File: config.mk
export PLATFORM = sky130hd
export DESIGN_NAME = slv_in_follower
export DESIGN_NICKNAME = d
export VERILOG_FILES = /design/src/rtl/slv_fol_pkg.sv /design/src/rtl/slv_crc8_acc.sv /design/src/rtl/slv_err_report.sv /design/src/rtl/slv_in_follower.sv
export SDC_FILE = /design/constraint.sdc
export NUM_CORES = 1
export LEC_CHECK = 0
export CAP_MARGIN = 5
export CORE_MARGIN = 1.5
export CORE_UTILIZATION = 63
export CTS_CLUSTER_DIAMETER = 40
export DETAILED_ROUTE_END_ITERATION = 8
export DONT_BUFFER_PORTS = 1
export PLACE_DENSITY = 0.8
export SYNTH_ARGS = -nofsm -noshare
export SYNTH_HDL_FRONTEND = slang
export SYNTH_SLANG_ARGS = --single-unit
File: constraint.sdc
create_clock -name clk -period 2.5 [get_ports clk]
set_input_delay 0.625 -clock clk [delete_from_list [all_inputs] [get_ports clk]]
set_output_delay 0.625 -clock clk [all_outputs]
set_load 0.03 [all_outputs]
File: src/rtl/slv_fol_pkg.sv
package slv_fol_pkg;

    typedef enum logic [1:0] {
        CMD_IDLE_CHK  = 2'b00,
        CMD_INVALID   = 2'b01,
        CMD_STORE     = 2'b10,
        CMD_IDLE_SKIP = 2'b11
    } cmd_e;

    typedef enum logic [1:0] {
        S_WAIT    = 2'b00,
        S_CHECK   = 2'b01,
        S_DISCARD = 2'b10,
        S_STORE   = 2'b11
    } state_e;

    localparam logic [7:0] CRC_POLY = 8'h07;

    // One byte through a CRC-8, MSB first.
    function automatic logic [7:0] crc8_byte(input logic [7:0] crc, input logic [7:0] d);
        logic [7:0] c;
        c = crc ^ d;
        for (int b = 0; b < 8; b++) begin
            c = c[7] ? ((c << 1) ^ CRC_POLY) : (c << 1);
        end
        return c;
    endfunction

endpackage

File: src/rtl/slv_crc8_acc.sv
module slv_crc8_acc
    import slv_fol_pkg::*;
(
    input  logic       clk,
    input  logic       rst_n,
    input  logic       restart,
    input  logic       step,
    input  logic [7:0] data,
    output logic [7:0] crc
);

    logic [7:0] crc_q;

    always_ff @(posedge clk or negedge rst_n) begin
        if (!rst_n) begin
            crc_q <= 8'h00;
        end else if (restart) begin
            crc_q <= 8'h00;
        end else if (step) begin
            crc_q <= crc8_byte(crc_q, data);
        end
    end

    assign crc = crc_q;

    // the accumulator is zero right after a restart.
    a_r3_restart_zero: assert property (@(posedge clk) disable iff (!rst_n)
        $past(restart) |-> crc == 8'h00);

endmodule

File: src/rtl/slv_err_report.sv
module slv_err_report #(
    parameter int CNT_W = 16
) (
    input  logic             clk,
    input  logic             rst_n,
    input  logic             err_evt,
    input  logic             cnt_clr,
    input  logic             irq_mask,
    output logic             crc_irq,
    output logic             main_irq,
    output logic [CNT_W-1:0] err_cnt
);

    localparam logic [CNT_W-1:0] CNT_MAX = {CNT_W{1'b1}};

    logic [CNT_W-1:0] cnt_q;
    logic             irq_q;

    always_ff @(posedge clk or negedge rst_n) begin
        if (!rst_n) begin
            cnt_q <= '0;
            irq_q <= 1'b0;
        end else begin
            irq_q <= err_evt;
            if (cnt_clr) begin
                cnt_q <= '0;
            end else if (err_evt && cnt_q != CNT_MAX) begin
                cnt_q <= cnt_q + 1'b1;
            end
        end
    end

    assign crc_irq  = irq_q;
    assign main_irq = irq_q & ~irq_mask;
    assign err_cnt  = cnt_q;

    // the counter only falls through a clear.
    a_r9_no_wrap: assert property (@(posedge clk) disable iff (!rst_n)
        (cnt_q < $past(cnt_q)) |-> $past(cnt_clr));

    // the counter moves up by at most one and only with an error.
    a_r3_single_step: assert property (@(posedge clk) disable iff (!rst_n)
        (cnt_q > $past(cnt_q)) |-> ($past(err_evt) && cnt_q == $past(cnt_q) + 1'b1));

    // a clear leaves zero.
    a_r10_clear: assert property (@(posedge clk) disable iff (!rst_n)
        $past(cnt_clr) |-> cnt_q == '0);

    // no main interrupt without a CRC interrupt.
    a_r5_main_needs_crc: assert property (@(posedge clk) disable iff (!rst_n)
        main_irq |-> crc_irq);

endmodule

File: src/rtl/slv_in_follower.sv
module slv_in_follower
    import slv_fol_pkg::*;
#(
    parameter int AW    = 12,
    parameter int CNT_W = 16
) (
    input  logic             clk,
    input  logic             rst_n,
    input  logic             cmd_valid,
    input  logic [1:0]       cmd_code,
    input  logic [AW-1:0]    cmd_addr,
    input  logic             in_valid,
    input  logic [7:0]       in_data,
    input  logic             in_last,
    input  logic             irq_mask,
    input  logic             cnt_clr,
    output logic             mem_wr_en,
    output logic [AW-1:0]    mem_wr_addr,
    output logic [7:0]       mem_wr_data,
    output logic             crc_irq,
    output logic             main_irq,
    output logic [CNT_W-1:0] crc_err_cnt
);

    state_e        state_q, state_d;
    logic          accept;
    logic          byte_end;
    logic          crc_step;
    logic          err_evt;
    logic [7:0]    crc_val;
    logic [AW-1:0] base_q, idx_q;
    logic          wr_en_q;
    logic [AW-1:0] wr_addr_q;
    logic [7:0]    wr_data_q;

    assign accept   = (state_q == S_WAIT) && cmd_valid;
    assign byte_end = in_valid && in_last;
    assign crc_step = (state_q == S_CHECK) && in_valid && !in_last;
    assign err_evt  = (state_q == S_CHECK) && byte_end && (in_data != crc_val);

    // State register
    always_ff @(posedge clk or negedge rst_n) begin
        if (!rst_n) state_q <= S_WAIT;
        else        state_q <= state_d;
    end

    // Transitions
    always_comb begin
        state_d = state_q;
        unique case (state_q)
            S_WAIT: begin
                if (cmd_valid) begin
                    unique case (cmd_e'(cmd_code))
                        CMD_IDLE_CHK:  state_d = S_CHECK;
                        CMD_STORE:     state_d = S_STORE;
                        CMD_INVALID,
                        CMD_IDLE_SKIP: state_d = S_DISCARD;
                        default:       state_d = S_DISCARD;
                    endcase
                end
            end
            S_CHECK, S_DISCARD, S_STORE: begin
                if (byte_end) state_d = S_WAIT;
            end
            default: state_d = S_WAIT;
        endcase
    end

    // Write path outputs
    always_ff @(posedge clk or negedge rst_n) begin
        if (!rst_n) begin
            base_q    <= '0;
            idx_q     <= '0;
            wr_en_q   <= 1'b0;
            wr_addr_q <= '0;
            wr_data_q <= '0;
        end else begin
            wr_en_q <= 1'b0;
            if (accept) begin
                base_q <= cmd_addr;
                idx_q  <= '0;
            end else if (state_q == S_STORE && in_valid) begin
                wr_en_q   <= 1'b1;
                wr_addr_q <= base_q + idx_q;
                wr_data_q <= in_data;
                idx_q     <= idx_q + 1'b1;
            end
        end
    end

    assign mem_wr_en   = wr_en_q;
    assign mem_wr_addr = wr_addr_q;
    assign mem_wr_data = wr_data_q;

    slv_crc8_acc u_crc (
        .clk     (clk),
        .rst_n   (rst_n),
        .restart (accept),
        .step    (crc_step),
        .data    (in_data),
        .crc     (crc_val)
    );

    slv_err_report #(.CNT_W(CNT_W)) u_err (
        .clk      (clk),
        .rst_n    (rst_n),
        .err_evt  (err_evt),
        .cnt_clr  (cnt_clr),
        .irq_mask (irq_mask),
        .crc_irq  (crc_irq),
        .main_irq (main_irq),
        .err_cnt  (crc_err_cnt)
    );

    // a write only follows an input byte taken in STORE.
    a_r7_write_from_store: assert property (@(posedge clk) disable iff (!rst_n)
        mem_wr_en |-> ($past(state_q) == S_STORE && $past(in_valid)));

    // a CRC interrupt only follows a trailer seen in CHECK.
    a_r3_irq_from_check: assert property (@(posedge clk) disable iff (!rst_n)
        crc_irq |-> ($past(state_q) == S_CHECK && $past(in_valid) && $past(in_last)));

    // every packet state returns to WAIT after the trailer.
    a_r2_back_to_wait: assert property (@(posedge clk) disable iff (!rst_n)
        (state_q != S_WAIT && byte_end) |=> state_q == S_WAIT);

    // a command during a packet leaves the state alone.
    a_r11_cmd_ignored: assert property (@(posedge clk) disable iff (!rst_n)
        (state_q != S_WAIT && !in_valid) |=> $stable(state_q));

endmodule

==> impl_metrics.json <==
{
  "die_h_um": 81.2,
  "stdcell_count": 472,
  "cp-end-kind": "flop",
  "die_w_um": 81.2,
  "port_buffers": 0,
  "crit_arrival_ps": 2470,
  "grt_start_max_net_pins": 73,
  "power.density_mw_per_mm2": 1120,
  "final_common_cell": "dfrtp_1",
  "yosysWarnings": 0,
  "slew_headroom_pct": 62.4,
  "antenna_found_initial": 0,
  "max_freq_mhz": 457,
  "drt-initial-drc-count": 86,
  "p_leak_nw": 1.96,
  "cp.required_ps": 2780,
  "hpwl_um": 5540,
  "r2r_slack_ps": 310,
  "hold_violations": 0,
  "status": "completed",
  "max_cap_viol_count": 0,
  "core_mm2": 0.00592,
  "dp.cells": 455,
  "finalInstanceArea_mm2": 0.00433,
  "worstPathMaxFanout": 4,
  "multi_input_comb_area_mm2": 0.00198,
  "placed_area_mm2": 0.00400,
  "setup_violations": 0,
  "ys_types": 58,
  "critical_path_class": "flop to flop",
  "synth_top_area_cell": "dfrtp_1",
  "ir_worst_vdd_v": 0.000738,
  "yosys.area_share.simple_pct": 18.0,
  "routed_wl_um": 7820,
  "drive_gt1_share_pct": 15.4,
  "rsz0062_at_grt": "no",
  "place_worst_setup_slack_ps": 278,
  "netlist.area_leader.share_pct": 46.8,
  "drc": 0,
  "cts.sinks": 72,
  "cts_buffers": 9,
  "globalplace.congestion": 0.829,
  "register_area_mm2": 0.00180,
  "die_area_mm2": 0.00659,
  "skew_ps": 10.2,
  "synth-compound-area-share_pct": 10.3,
  "clk_pin_slew_ps": 80,
  "synth_seq_cells": 72,
  "wire_per_inst_um": 16.6,
  "synth_flop_cell": "dfrtp_1",
  "synth_area_leaders": "dfrtp_1 (47%), xnor2_1 (6.1%), nand2_1 (5.8%)",
  "final-max-slew-violation-count": 0,
  "n_fill_cell": 402,
  "drtAntennaViolNets": 0,
  "cts_max_path_buffers": 2,
  "syn-num-nets": 423,
  "via_count": 2778,
  "layout.nets": 438,
  "most-common-layout-cells": "dfrtp_1 (72), nand2_1 (60), nor2_1 (34)",
  "track_usage_pct": 26.3,
  "yosys.area_share.adder_pct": 5.72,
  "syn-instance-count": 377,
  "hp-class": "primary input to async pin",
  "synth_top_family_by_area": "simple AND/OR/NAND/NOR gates",
  "row_count": 28,
  "grt_pass1_wl_um": 13100,
  "num_antenna_cells": 0,
  "ys_seq_area_share_pct": 46.8,
  "synth_edf_count": 0,
  "cts-root-buf": "clkbuf_8",
  "synthMuxAreaShare_pct": 4.91,
  "io_pins": 68,
  "synthXorXnorAreaFrac_pct": 12.2,
  "syn_area_per_cell_um2": 10.2,
  "synthToLayoutAreaGrowth_pct": 12.5,
  "max_slew.worst_pin.slew_ps": 564,
  "synth_area_mm2": 0.00385,
  "fin_total_pwr_w": 0.00485,
  "worst_slack_ps": 311,
  "cts_max_level": 3,
  "fin_crit_sh_pct": 87.6,
  "grt_pass1_vias": 2781,
  "clkLatencyLatePin_ps": 350,
  "gr-total-overflow": 0,
  "routed_via_density": 5.89,
  "min_period_ps": 2190,
  "first_pass_iters": 4,
  "tns_ps": 0,
  "start_util_pct": 65.0,
  "critPathLaunchType": "flop",
  "cts_tree": "yes",
  "synth-async-reset-ratio_pct": 100
}
## synthesized netlist by cell type (all sizes together) (3+ instances only)
master and instances:
dfrtp 72, nand2 60, nor2 34, xnor2 27, o21ai 19, xor2 18
ha 16, mux2 15, a21oi 13, nand3 12, inv 9, nor3 8
clkbuf 6, nor4 6, a211oi 4, buf 4, nand4 4, nor2b 4
a22o 3, and2 3, o21a 3
## path summary, 6_finish.rpt
check	end	depth (start not counted)	start
worst max-delay path	mem_wr_addr[10]	7	idx_q[0]
worst min-delay path	u_crc.crc[3]	1	rst_n
worst max register to register	mem_wr_addr[10]	7	idx_q[0]
worst min register to register	u_crc.crc[3]	2	u_crc.crc[3]
max in group asynchronous	mem_wr_addr[10]	1	rst_n
min in group clk	u_err.err_cnt[2]	1	cnt_clr
## flip-flops by register name (all words and copies together), names as in the netlist
signal	cells
idx_q	12
u_err.crc_irq	1
state_q	2
mem_wr_data	8
mem_wr_en	1
base_q	12
u_crc.crc	8
mem_wr_addr	12
u_err.err_cnt	16
## per-stage QoR
stage | utilization (%) | hold WS (ps)
finish | 73.2 | 129
global route | 73.2 | 177
CTS | 73.2 | 165
detailed placement | 67.6 | 331
global placement | 67.6 | 331
floorplan | - | 329
## final cells by class
type / count / area share (%)
sequential: 72 / 41.6
timing repair buffer: 14 / 2.89
clock buffer: 11 / 3.50
inverter: 9 / 0.780
clock inverter: 5 / 3.47
tap: 75 / 2.17
multi-input combinational: 286 / 45.6
## timing repair
item | CTS | global route
endpoints found under the hold margin | 72 | 0
setup buffers | 0 | 0
gates resized for setup | 0 | 0
hold buffers | 1 | 0
## cell families after synthesis
logic type               count (synthesis)
adder cells (fa/ha/maj)                 17
buffers and inverters                   19
multiplexers                            17
AO/OA/AOI/OAI                           58
flip-flops                              72
XOR/XNOR                                48
AND/OR/NAND/NOR                        146
## power breakdown
group          internal (W)  total, W  switching, W  leakage [nW]
Combinational      0.000698   0.00142      0.000727         0.864
Clock              0.000920   0.00136      0.000441         0.150
Sequential          0.00149   0.00207      0.000576         0.944
Total               0.00311   0.00485       0.00174          1.96
## per-layer routing
layer	GRT usage [%]	vias up	part of all wire, %
met5	0	-	0
met4	10.5	0	2.2
met3	7.64	18	5.9
met2	45.3	79	50
met1	30.8	1342	42
li1	-	1339	-
## critical path, stage by stage (launching register included)
cell and delay (ps):
dfrtp_1 400, ha_1 220, fa_1 240, a21oi_1 100, a2bb2oi_1 170, a21oi_1 260, or4b_2 620, nand3b_1 110
Power figures use the tool's default switching activity.
